`config.mk`:
```
export PLATFORM = sky130hd
export DESIGN_NAME = ptr_state_mem
export DESIGN_NICKNAME = d
export VERILOG_FILES = /design/src/rtl/psm_pkg.sv /design/src/rtl/psm_ptr.sv /design/src/rtl/psm_store.sv /design/src/rtl/psm_access.sv /design/src/rtl/ptr_state_mem.sv
export SDC_FILE = /design/constraint.sdc
export NUM_CORES = 1
export LEC_CHECK = 0
export BUFFER_PORTS_ARGS = -buffer_cell sky130_fd_sc_hd__buf_2
export CORE_MARGIN = 4
export CORE_UTILIZATION = 49
export DETAILED_ROUTE_END_ITERATION = 6
export PLACE_DENSITY = 0.87
export SLEW_MARGIN = 20
export SYNTH_ARGS = -nofsm -noshare
export SYNTH_HDL_FRONTEND = slang
export SYNTH_SLANG_ARGS = --single-unit
```
`constraint.sdc`:
```
create_clock -name clk -period 2.8 [get_ports clk]
set_clock_uncertainty 0.2 [all_clocks]
set_input_delay 0.42 -clock clk [delete_from_list [all_inputs] [get_ports clk]]
set_output_delay 0.42 -clock clk [all_outputs]
set_load 0.05 [all_outputs]
```
`src/rtl/psm_pkg.sv`:
```
package psm_pkg;
  // Kind of store request seen at the data register in one cycle
  typedef enum logic [1:0] {
    WR_NONE  = 2'b00,
    WR_PLAIN = 2'b01,
    WR_XOR   = 2'b10
  } wr_kind_e;

  function automatic int unsigned idx_width(input int unsigned n);
    return (n <= 2) ? 1 : $clog2(n);
  endfunction
endpackage

```
`src/rtl/psm_ptr.sv`:
```
module psm_ptr #(
  parameter int unsigned ENTRIES = 16,
  parameter int unsigned PW      = 4
) (
  input  logic          clk,
  input  logic          rst_n,
  input  logic          clr,
  input  logic          step,
  output logic [PW-1:0] ptr
);
  localparam logic [PW-1:0] LAST_IDX = PW'(ENTRIES - 1);

  logic [PW-1:0] ptr_q;
  logic [PW-1:0] ptr_d;
  logic          ptr_en;

  always_comb begin
    ptr_en = clr | step;
    ptr_d  = ptr_q;
    if (clr) begin
      ptr_d = '0;
    end else if (step) begin
      if (ptr_q == LAST_IDX) ptr_d = '0;
      else                   ptr_d = ptr_q + PW'(1);
    end
  end

  always_ff @(posedge clk or negedge rst_n) begin
    if (!rst_n)      ptr_q <= '0;
    else if (ptr_en) ptr_q <= ptr_d;
  end

  assign ptr = ptr_q;
endmodule

```
`src/rtl/psm_store.sv`:
```
module psm_store #(
  parameter int unsigned ENTRIES = 16,
  parameter int unsigned DW      = 8,
  parameter int unsigned PW      = 4
) (
  input  logic                  clk,
  input  logic                  rst_n,
  input  logic                  wr_en,
  input  logic [PW-1:0]         wr_idx,
  input  logic [DW-1:0]         wr_data,
  input  logic                  load_en,
  input  logic [ENTRIES*DW-1:0] load_vec,
  input  logic [PW-1:0]         rd_idx,
  output logic [DW-1:0]         rd_data,
  output logic [ENTRIES*DW-1:0] flat_out
);
  logic [DW-1:0] ent_q [ENTRIES];

  for (genvar i = 0; i < ENTRIES; i++) begin : g_ent
    localparam int unsigned LSB = (ENTRIES - 1 - i) * DW;
    logic          ent_en;
    logic [DW-1:0] ent_d;

    // Parallel load takes precedence over the byte write port
    always_comb begin
      ent_en = load_en | (wr_en && (wr_idx == PW'(i)));
      ent_d  = load_en ? load_vec[LSB +: DW] : wr_data;
    end

    always_ff @(posedge clk or negedge rst_n) begin
      if (!rst_n)      ent_q[i] <= '0;
      else if (ent_en) ent_q[i] <= ent_d;
    end

    assign flat_out[LSB +: DW] = ent_q[i];
  end

  assign rd_data = ent_q[rd_idx];
endmodule

```
`src/rtl/psm_access.sv`:
```
module psm_access #(
  parameter int unsigned DW = 8
) (
  input  logic          bus_rd,
  input  logic          bus_wr,
  input  logic          xor_en,
  input  logic          core_busy,
  input  logic [DW-1:0] wdata,
  input  logic [DW-1:0] rd_entry,
  output logic          rptr_step,
  output logic          wptr_step,
  output logic          store_en,
  output logic [DW-1:0] store_data,
  output logic [DW-1:0] rdata
);
  import psm_pkg::*;

  wr_kind_e kind;
  logic     rd_ok;

  always_comb begin
    rd_ok = bus_rd & ~core_busy;
    kind  = WR_NONE;
    if (bus_wr && !core_busy) kind = xor_en ? WR_XOR : WR_PLAIN;

    store_en   = (kind != WR_NONE);
    wptr_step  = store_en;
    rptr_step  = rd_ok | (kind == WR_XOR);
    store_data = (kind == WR_XOR) ? (wdata ^ rd_entry) : wdata;
    rdata      = rd_ok ? rd_entry : '0;
  end
endmodule

```
`src/rtl/ptr_state_mem.sv`:
```
module ptr_state_mem #(
  parameter int unsigned ENTRIES = 16,
  parameter int unsigned DW      = 8
) (
  input  logic                  clk,
  input  logic                  rst_n,
  input  logic                  bus_rd,
  input  logic                  bus_wr,
  input  logic                  xor_en,
  input  logic [DW-1:0]         wdata,
  output logic [DW-1:0]         rdata,
  input  logic                  ctrl_acc,
  input  logic                  core_busy,
  input  logic                  core_load,
  input  logic [ENTRIES*DW-1:0] core_din,
  output logic [ENTRIES*DW-1:0] core_dout
);
  localparam int unsigned PW = psm_pkg::idx_width(ENTRIES);

  logic [PW-1:0] rptr_q;
  logic [PW-1:0] wptr_q;
  logic          rptr_step;
  logic          wptr_step;
  logic          store_en;
  logic [DW-1:0] store_data;
  logic [DW-1:0] rd_entry;

  psm_access #(.DW(DW)) u_access (
    .bus_rd     (bus_rd),
    .bus_wr     (bus_wr),
    .xor_en     (xor_en),
    .core_busy  (core_busy),
    .wdata      (wdata),
    .rd_entry   (rd_entry),
    .rptr_step  (rptr_step),
    .wptr_step  (wptr_step),
    .store_en   (store_en),
    .store_data (store_data),
    .rdata      (rdata)
  );

  psm_ptr #(.ENTRIES(ENTRIES), .PW(PW)) u_rptr (
    .clk   (clk),
    .rst_n (rst_n),
    .clr   (ctrl_acc),
    .step  (rptr_step),
    .ptr   (rptr_q)
  );

  psm_ptr #(.ENTRIES(ENTRIES), .PW(PW)) u_wptr (
    .clk   (clk),
    .rst_n (rst_n),
    .clr   (ctrl_acc),
    .step  (wptr_step),
    .ptr   (wptr_q)
  );

  psm_store #(.ENTRIES(ENTRIES), .DW(DW), .PW(PW)) u_store (
    .clk      (clk),
    .rst_n    (rst_n),
    .wr_en    (store_en),
    .wr_idx   (wptr_q),
    .wr_data  (store_data),
    .load_en  (core_load),
    .load_vec (core_din),
    .rd_idx   (rptr_q),
    .rd_data  (rd_entry),
    .flat_out (core_dout)
  );
endmodule

```
; ---- Yosys cells after proc, flatten, opt, wreduce, memory -nomap -nowiden
; Cells that the tools add are included.
[word_totals]
input_bits = 144
output_inout_bits = 136
wordCells = 114
regBits = 136
[classes]
n_eq_ne = 17
n_addsub = 2
n_reduce_logical = 24
bitwise_logic = 23
magnitude_cmp = 1
mux = 29
[op_table]
columns = cell, count
row1 = $mux W8, 20
row2 = $eq A4 B4 Y1 const B, 9
row3 = $bmux W8 S4, 1
row4 = $mux W4, 6
row5 = $or A1 B1 Y1, 19
row6 = $logic_and A1 B1 Y1, 17
row7 = $eq A4 B3 Y1 const B, 4
row8 = $add A4 B1 Y4 const B, 2
row9 = $eq A4 B2 Y1 const B, 2
row10 = $xor A8 B8 Y8, 1
row11 = $reduce_bool A2 Y1, 3
row12 = $ge A5 B5 Y1 const B, 1
row13 = $not A4 Y5, 1
row14 = $eq A4 B1 Y1 const B, 1
row15 = $logic_not A4 Y1, 1
row16 = $mux W2, 2
row17 = $reduce_and A2 Y1, 2
row18 = $eq A2 B2 Y1 const B, 1
row19 = $and A1 B1 Y1, 1
row20 = $logic_not A1 Y1, 1
row21 = $not A1 Y1, 1

; ---- Logic depth before layout (Yosys ltp)
; Gate-level depths: netlist of the first run.
[depth]
word_depth = 7
ltp_mapped = 10
mapped_depth_nobuf = 7

; ---- Cells and area by module
; Synthesis of the first run repeated with hierarchy kept, for this count alone.
[unflattened]
hier_cells = 895
area_unflattened_um2 = 7942.6
[modules_own_cells]
columns = module, cells_each, area_each_um2, n_inst, seq_area_each_um2
row1 = psm_store, 825, 7324.5, 1, 3203.1
row2 = psm_ptr, 19, 191.4, 2, 100.1
row3 = psm_access, 32, 235.2, 1, 0.0

; ---- Worst setup path after synthesis of the first run
; OpenSTA, ideal clock, no wires.
[synth_path]
kind = register -> output
start = reg u_rptr.ptr_q[1], in the netlist u_rptr.ptr[1]
end = out rdata[0]
path_slack_ps = 126
path_buffers = 3
arrival_time_ps = 2054
t_required_ps = 2180
path_stages_with_launch = 8
path_cell_list = dfrtp_1 -> buf_6 -> buf_12 -> buf_12 -> mux2i_1 -> a221oi_1 -> a21oi_1 -> nor2_1
[synth_via]
elab_chain_cells = 5
[synth_lines]
columns = element, line_no
row1 = from (decl), psm_ptr.sv:13  ; logic [PW-1:0] ptr_q;
row2 = from (signal assigned), psm_ptr.sv:30  ; else if (ptr_en) ptr_q <= ptr_d;
row3 = $not A4 Y5 (implied by the code), psm_store.sv:38  ; assign rd_data = ent_q[rd_idx];
row4 = $bmux W8 S4, psm_store.sv:38
row5 = $mux W8 (implied by the code) (2 in series), psm_store.sv:38
row6 = $mux W8, psm_access.sv:30  ; rdata = rd_ok ? rd_entry : '0;
row7 = to (decl), ptr_state_mem.sv:11  ; output logic [DW-1:0] rdata,
; No other way between the ends. The select of a mux whose other input is x is not followed.

; ---- Worst setup path in the final report of the first run
[layout_path]
start = reg u_rptr.ptr_q[1], in the netlist u_rptr.ptr[1]
end = out rdata[2]
; The elaborated chain is that of the path after synthesis.

==> results of run 1 <==
-- registers in the layout (all words and copies together), names as in the netlist --
signal	flops
u_wptr.ptr	4
u_store.flat_out	128
u_rptr.ptr	4
-- cells by family (layout without fill, tap and decap cells) --
family                     after synthesis  count (layout)
and+or+nand+nor                         83              83
xor gates and xnor gates                10              10
AOI/OAI and AO/OA                      330             330
muxes                                   65              65
adders and majority gates                5               5
DFF                                    136             136
buffers and inverters                   46             360
other                                    0               1
-- final cells by class --
type	count	area [um2]
Timing Repair Buffer	327	1890
Tap cell	180	225
Clock buffer	23	468
Sequential cell	136	3410
Antenna cell	1	2.50
Clock inverter	8	73.8
Fill cell	1040	4360
Inverter	2	7.51
Multi-Input combinational cell	493	3660
-- layout by cell type (no fill, tap or decap), types with 3 or more instances in the layout --
cell type / count
nor3b_1: 3
buf_4: 40
xnor2_4: 5
buf_12: 4
nor2_2: 8
buf_2: 269
nor2b_1: 10
a221oi_2: 4
ha_1: 5
mux2_2: 26
nand2b_1: 4
buf_6: 12
a221o_1: 3
o21ai_0: 33
mux2i_1: 36
o2bb2ai_2: 6
o21ai_2: 6
nor2_1: 21
clkbuf_16: 17
a31oi_1: 3
o22ai_1: 5
o221ai_2: 5
o21ai_1: 91
o22ai_2: 4
clkbuf_1: 4
a21oi_1: 25
nand2_1: 28
a22oi_1: 133
clkinv_2: 4
dfrtp_1: 133
xnor2_2: 3
-- power groups by stage --
stage,clock (uW),combinational (uW),sequential (uW)
global placement,0,1690,2350
floorplan,0,583,2890
global route,2190,1940,2340
CTS,2090,1780,2320
finish,2100,1860,2330
detailed placement,0,1720,2350
-- routing by layer --
metal | routed length, um | up-vias | track usage [%]
met1 | 10900 | 3654 | 44.6
met3 | 3240 | 95 | 7.18
met5 | 21 | - | 0
li1 | - | 3234 | -
met2 | 13100 | 606 | 51.1
met4 | 1090 | 4 | 12.5
-- synthesized netlist by cell type (all sizes together) --
master     n
o2bb2ai    6
nand2b     5
a311oi     1
a221oi     5
and3       1
ha         5
o22ai     10
a22oi    135
a41oi      1
clkbuf    22
o221ai     5
nand3      1
xor2       2
mux2i     37
o21ai    130
inv        2
nand2     30
nor2      29
nor3b      3
a221o      3
buf       22
mux2      28
nor3       2
or3        2
nor2b     10
dfrtp    136
a22o       1
xnor2      8
a211oi     2
a21oi     26
a2bb2oi    2
a31oi      3
-- worst max-delay path, cell delays in order, from the launching register on --
cell	delay (ps)
dfrtp_4	540
buf_4	170
nand2b_2	250
o22ai_2	240
a221o_1	180
nor2_1	60
a21oi_1	240
nor2_2	100
buf_6	180
-- per-stage QoR --
step | power (uW) | setup TNS (ps) | hold slack (ps) | cell area, um2
after floorplan | 3470 | 0 | -75.6 | 7160
after global placement | 4040 | -81.9 | 62.6 | 8770
after detailed placement | 4070 | -1350 | 63.9 | 8770
after CTS | 6190 | -575 | 48.0 | 9530
after global routing | 6470 | -1670 | 53.3 | 9730
final | 6290 | -844 | 45.6 | 9730
-- timing repair --
action / in CTS / in global routing
hold buffers: 1 / 0
gates resized for setup: 40 / 20
endpoints found under the hold margin: 83 / 0
setup buffers: 7 / 12
pin swaps: 6 / 10
setup endpoints to repair: 71 / 32
-- final timing paths --
| kind | to | slack, ps |
|---|---|---|
| hold / removal | u_store.flat_out[117] | 50 |
| min in group asynchronous | u_store.flat_out[124] | 200 |
| max in group asynchronous | u_store.flat_out[38] | 1420 |
| setup reg to reg | u_store.flat_out[55] | 30 |
| setup / recovery | rdata[2] | -190 |
| hold reg to reg | u_store.flat_out[95] | 340 |
==> results.yml, run 1 <==
cells_and_area:
  nNetsFinal: 1126
  final_cells: 1170
  fin_util_pct: 69.0
  areaGrowthSynthToFinish_pct: 35.9
  drive_above_1_share_pct: 44.0
floorplanning:
  io_pins: 280
  start_util_pct: 50.8
  core-area_um2: 14100
  dieArea_um2: 16600
  fp.dieH_um: 129
  die_w_um: 129
  rows: 43
detailed_routing:
  drt_iter0_drc: 1061
  vias: 7593
  ant_nets: 0
  viasPerCell: 6.49
  drc: 0
  dr.pass1.iters: 6
  wire_per_inst_um: 24.3
  totalWireLength_um: 28400
placement:
  dpl.cell_count: 1120
  portBuffers: 279
  hpwl_um: 20200
  place_ws_ps: -97.2
  gp_congestion: 0.972
yosys:
  synth-seq-cells: 136
  avgSynthCellArea_um2: 10.6
  yosysWarnings: 0
  synthAdderAreaFrac_pct: 0.873
  synth_top_area_share_pct: 47.5
  syn_inst: 675
  syn_nets: 824
  synth_top_family_by_area: "compound AO/OA/AOI/OAI gates"
  ys_top_cells_by_area: "dfrtp_1 48%, a22oi_1 14%, o21ai_1 6.4%, mux2i_1 5.2%, mux2_2 4.4%"
  yosysTopAreaCell: "dfrtp_1"
  synth-simple-area-share_pct: 5.19
  muxShareOfSynthArea_pct: 9.57
  synth-compound-area-share_pct: 30.5
  yosysSeqAreaShare_pct: 47.5
  netlist_area_um2: 7160
  synth-xor-area-share_pct: 2.06
  synth_cell_type_count: 39
power:
  p_per_area_nw_per_um2: 646
  share_seq_of_total_power_pct: 37.1
  power.internal_uw: 3970
  power.leakage_uw: 0.00444
  vdd_drop_max_uv: 419
  switching_share_pct: 36.8
  clkPwrFrac_pct: 33.4
  power.switching_uw: 2320
  comb_power_share_pct: 29.6
worst_setup_path:
  arrival_ps: 2370
  worst_setup_path_start_kind: "flop"
  critical_path_class: "reg -> out"
  startpoint: "u_rptr.ptr[1]"
  worstPathMaxFanout: 6
  reg2reg_depth: 8
  r2r-start: "u_rptr.ptr[1]"
  crit_path_end_kind: "primary output"
  cp.required_ps: 2180
global_routing:
  grt_overflow: 0
  grt_pass1_wl_um: 41500
  grt_pass1_vias: 7236
  grt_max_degree: 79
  antenna_found_initial: 4
  track_usage_pct: 32.6
sta:
  relSlewSlack_pct: 44.0
  rsz0062_at_grt: "yes"
  fmax_mhz: 334
  finalMaxSlewViolations: 0
  finalCriticalPeriod_ps: 2990
  finalHoldViolCount: 0
  finalSetupViolCount: 8
  worst_slack_ps: -195
  worst_pin_slew_ps: 840
  period_share_pct: 107
clock_network:
  htreeDepth: 4
  insertion_delay_ps: 420
  cts_buffer_depth: 2
  numClockSinks: 136
  cts-root-buf: "clkbuf_16"
  clkTransAtPathRegs_ps: 60
  cts_tree: "done"
  cts_made_buffers: 17
hold_path:
  worstHoldStart: "core_din[117]"
  worstHoldPathCells: 3
  min_path_type: "in -> reg"
run:
  maxCapViolations: 0
outcome:
  violations: "setup timing"
  status: "finished, violations left"
(Power assumes the default switching activity.)
==> run 2: changes to the inputs <==
- CORE_UTILIZATION: 49 -> 53
- PLACE_DENSITY: 0.87 -> 0.93
- clock period: 2.8 -> 3.8 ns (I/O delays scaled with it)
==> results.yml, run 2 (synthesis gave the netlist of run 1 again) <==
power:
  vdd_drop_max_uv: 331
  power.internal_uw: 3090
  total_power_uw: 4740
  switching_share_pct: 34.7
  power.leakage_uw: 0.00425
  p_per_area_nw_per_um2: 512
  clkPwrFrac_pct: 37.3
  share_seq_of_total_power_pct: 36.1
  power.switching_uw: 1640
  comb_power_share_pct: 26.6
clock_network:
  clkTransAtPathRegs_ps: 60
  htreeDepth: 4
  cts_made_buffers: 17
  cts_buffer_depth: 2
  cts_resized: 0
  cts-root-buf: "clkbuf_16"
  hold_buffers: 0
  cts_setup_buffers: 0
  cts_tree: "done"
  insertion_delay_ps: 420
  numClockSinks: 136
sta:
  hold_slack_ps: -17.3
  worst_pin_slew_ps: 1140
  finalMaxSlewViolations: 0
  rsz0062_at_grt: "no"
  finalCriticalPeriod_ps: 3660
  fmax_mhz: 273
  finalHoldViolCount: 8
  relSlewSlack_pct: 23.9
  period_share_pct: 96.3
  tns_ps: 0
  finalSetupViolCount: 0
worst_setup_path:
  worst_setup_path_start_kind: "flop"
  arrival_ps: 2890
  cp_slowest_cell: "dfrtp_2"
  cp_slowest_stage_delay_ps: 710
  cp.required_ps: 3030
  ff2ff_setup_slack_ps: 500
  cp_common_cell: "nor2_1"
  critical_path_class: "reg -> out"
  crit_path_end_kind: "primary output"
  worstPathMaxFanout: 23
  crit_chain: "buf_4 -> mux2_2 -> o22ai_1 -> a221o_1 -> nor2_1 -> a21oi_1 -> nor2_1 -> buf_2"
detailed_routing:
  ant_nets: 0
  wire_per_inst_um: 23.5
  vias: 7440
  drt_iter0_drc: 1041
  drc: 0
  totalWireLength_um: 26600
  dr.pass1.iters: 6
  viasPerCell: 6.58
floorplanning:
  die_w_um: 124
  fp.dieH_um: 124
  start_util_pct: 54.1
  io_pins: 280
  dieArea_um2: 15400
  core-area_um2: 13200
  rows: 42
global_routing:
  antenna_found_initial: 3
  grt_pass1_wl_um: 40600
  grt_overflow: 0
  track_usage_pct: 33.3
  grt_pass1_vias: 7190
  grt_max_degree: 78
run:
  maxCapViolations: 0
hold_path:
  min_path_type: "in -> async"
cells_and_area:
  drive_above_1_share_pct: 39.1
  fin_util_pct: 69.9
  areaGrowthSynthToFinish_pct: 29.1
  nNetsFinal: 1090
  fillers: 978
  final_common_cell: "buf_2"
  final_cell_mix: "277 x buf_2, 135 x a22oi_1, 134 x dfrtp_1"
  final_cells: 1131
  largest_reg_flops: 128
outcome:
  violations: "hold timing"
  status: "finished, violations left"
placement:
  portBuffers: 279
  gp_congestion: 0.957
  hpwl_um: 19300
  dpl.cell_count: 1098
run 2: worst max-delay path, delay by kind of cell (launching register included):
family	cells	cell delay, ps
flip-flops	1	710
multiplexers	1	370
AND/OR/NAND/NOR	2	150
AO/OA/AOI/OAI	3	600
buffers and inverters	2	620
run 2: worst paths after layout:
| path | startpoint | end | cells after the start |
|---|---|---|---|
| max | u_rptr.ptr[0] | rdata[4] | 8 |
| min | rst_n | u_store.flat_out[50] | 1 |
| max reg2reg | u_rptr.ptr[0] | u_store.flat_out[39] | 6 |
| min reg2reg | u_store.flat_out[21] | u_store.flat_out[21] | 2 |
| max in group asynchronous | rst_n | u_store.flat_out[104] | 2 |
| min in group clk | core_din[84] | u_store.flat_out[84] | 3 |
run 2: final cells by class:
cell class | count | area (um2) | share of cell area [%]
diodes | 2 | 5.00 | 0.0541
clock buffers | 23 | 488 | 5.28
clock inverters | 8 | 143 | 1.54
inverters | 2 | 7.51 | 0.0812
multi-input cells | 493 | 3460 | 37.4
flip-flops and latches | 136 | 3410 | 36.8
well taps | 176 | 220 | 2.38
repair buffers | 291 | 1520 | 16.4
run 2: metal layers:
layer / routed length, um / global-route usage, %
met1: 10300 / 45.7
met2: 12000 / 50.5
met3: 2980 / 8.40
met4: 1240 / 14.2
met5: 7 / 0
run 2: power groups by stage:
stage	logic (uW)	registers (uW)	clock network, uW
after floorplan	430	2130	0
after global placement	1220	1720	0
after detailed placement	1240	1720	0
after CTS	1250	1700	1770
after global routing	1320	1720	1840
final	1260	1710	1770
run 2: through the flow:
stage	setup slack, ps	instance area [um2]
3_5_place_dp	398	8600
5_1_grt	40.6	9250
6_report	142	9250
2_1_floorplan	976	7160
4_1_cts	208	9230
3_3_place_gp	499	8600
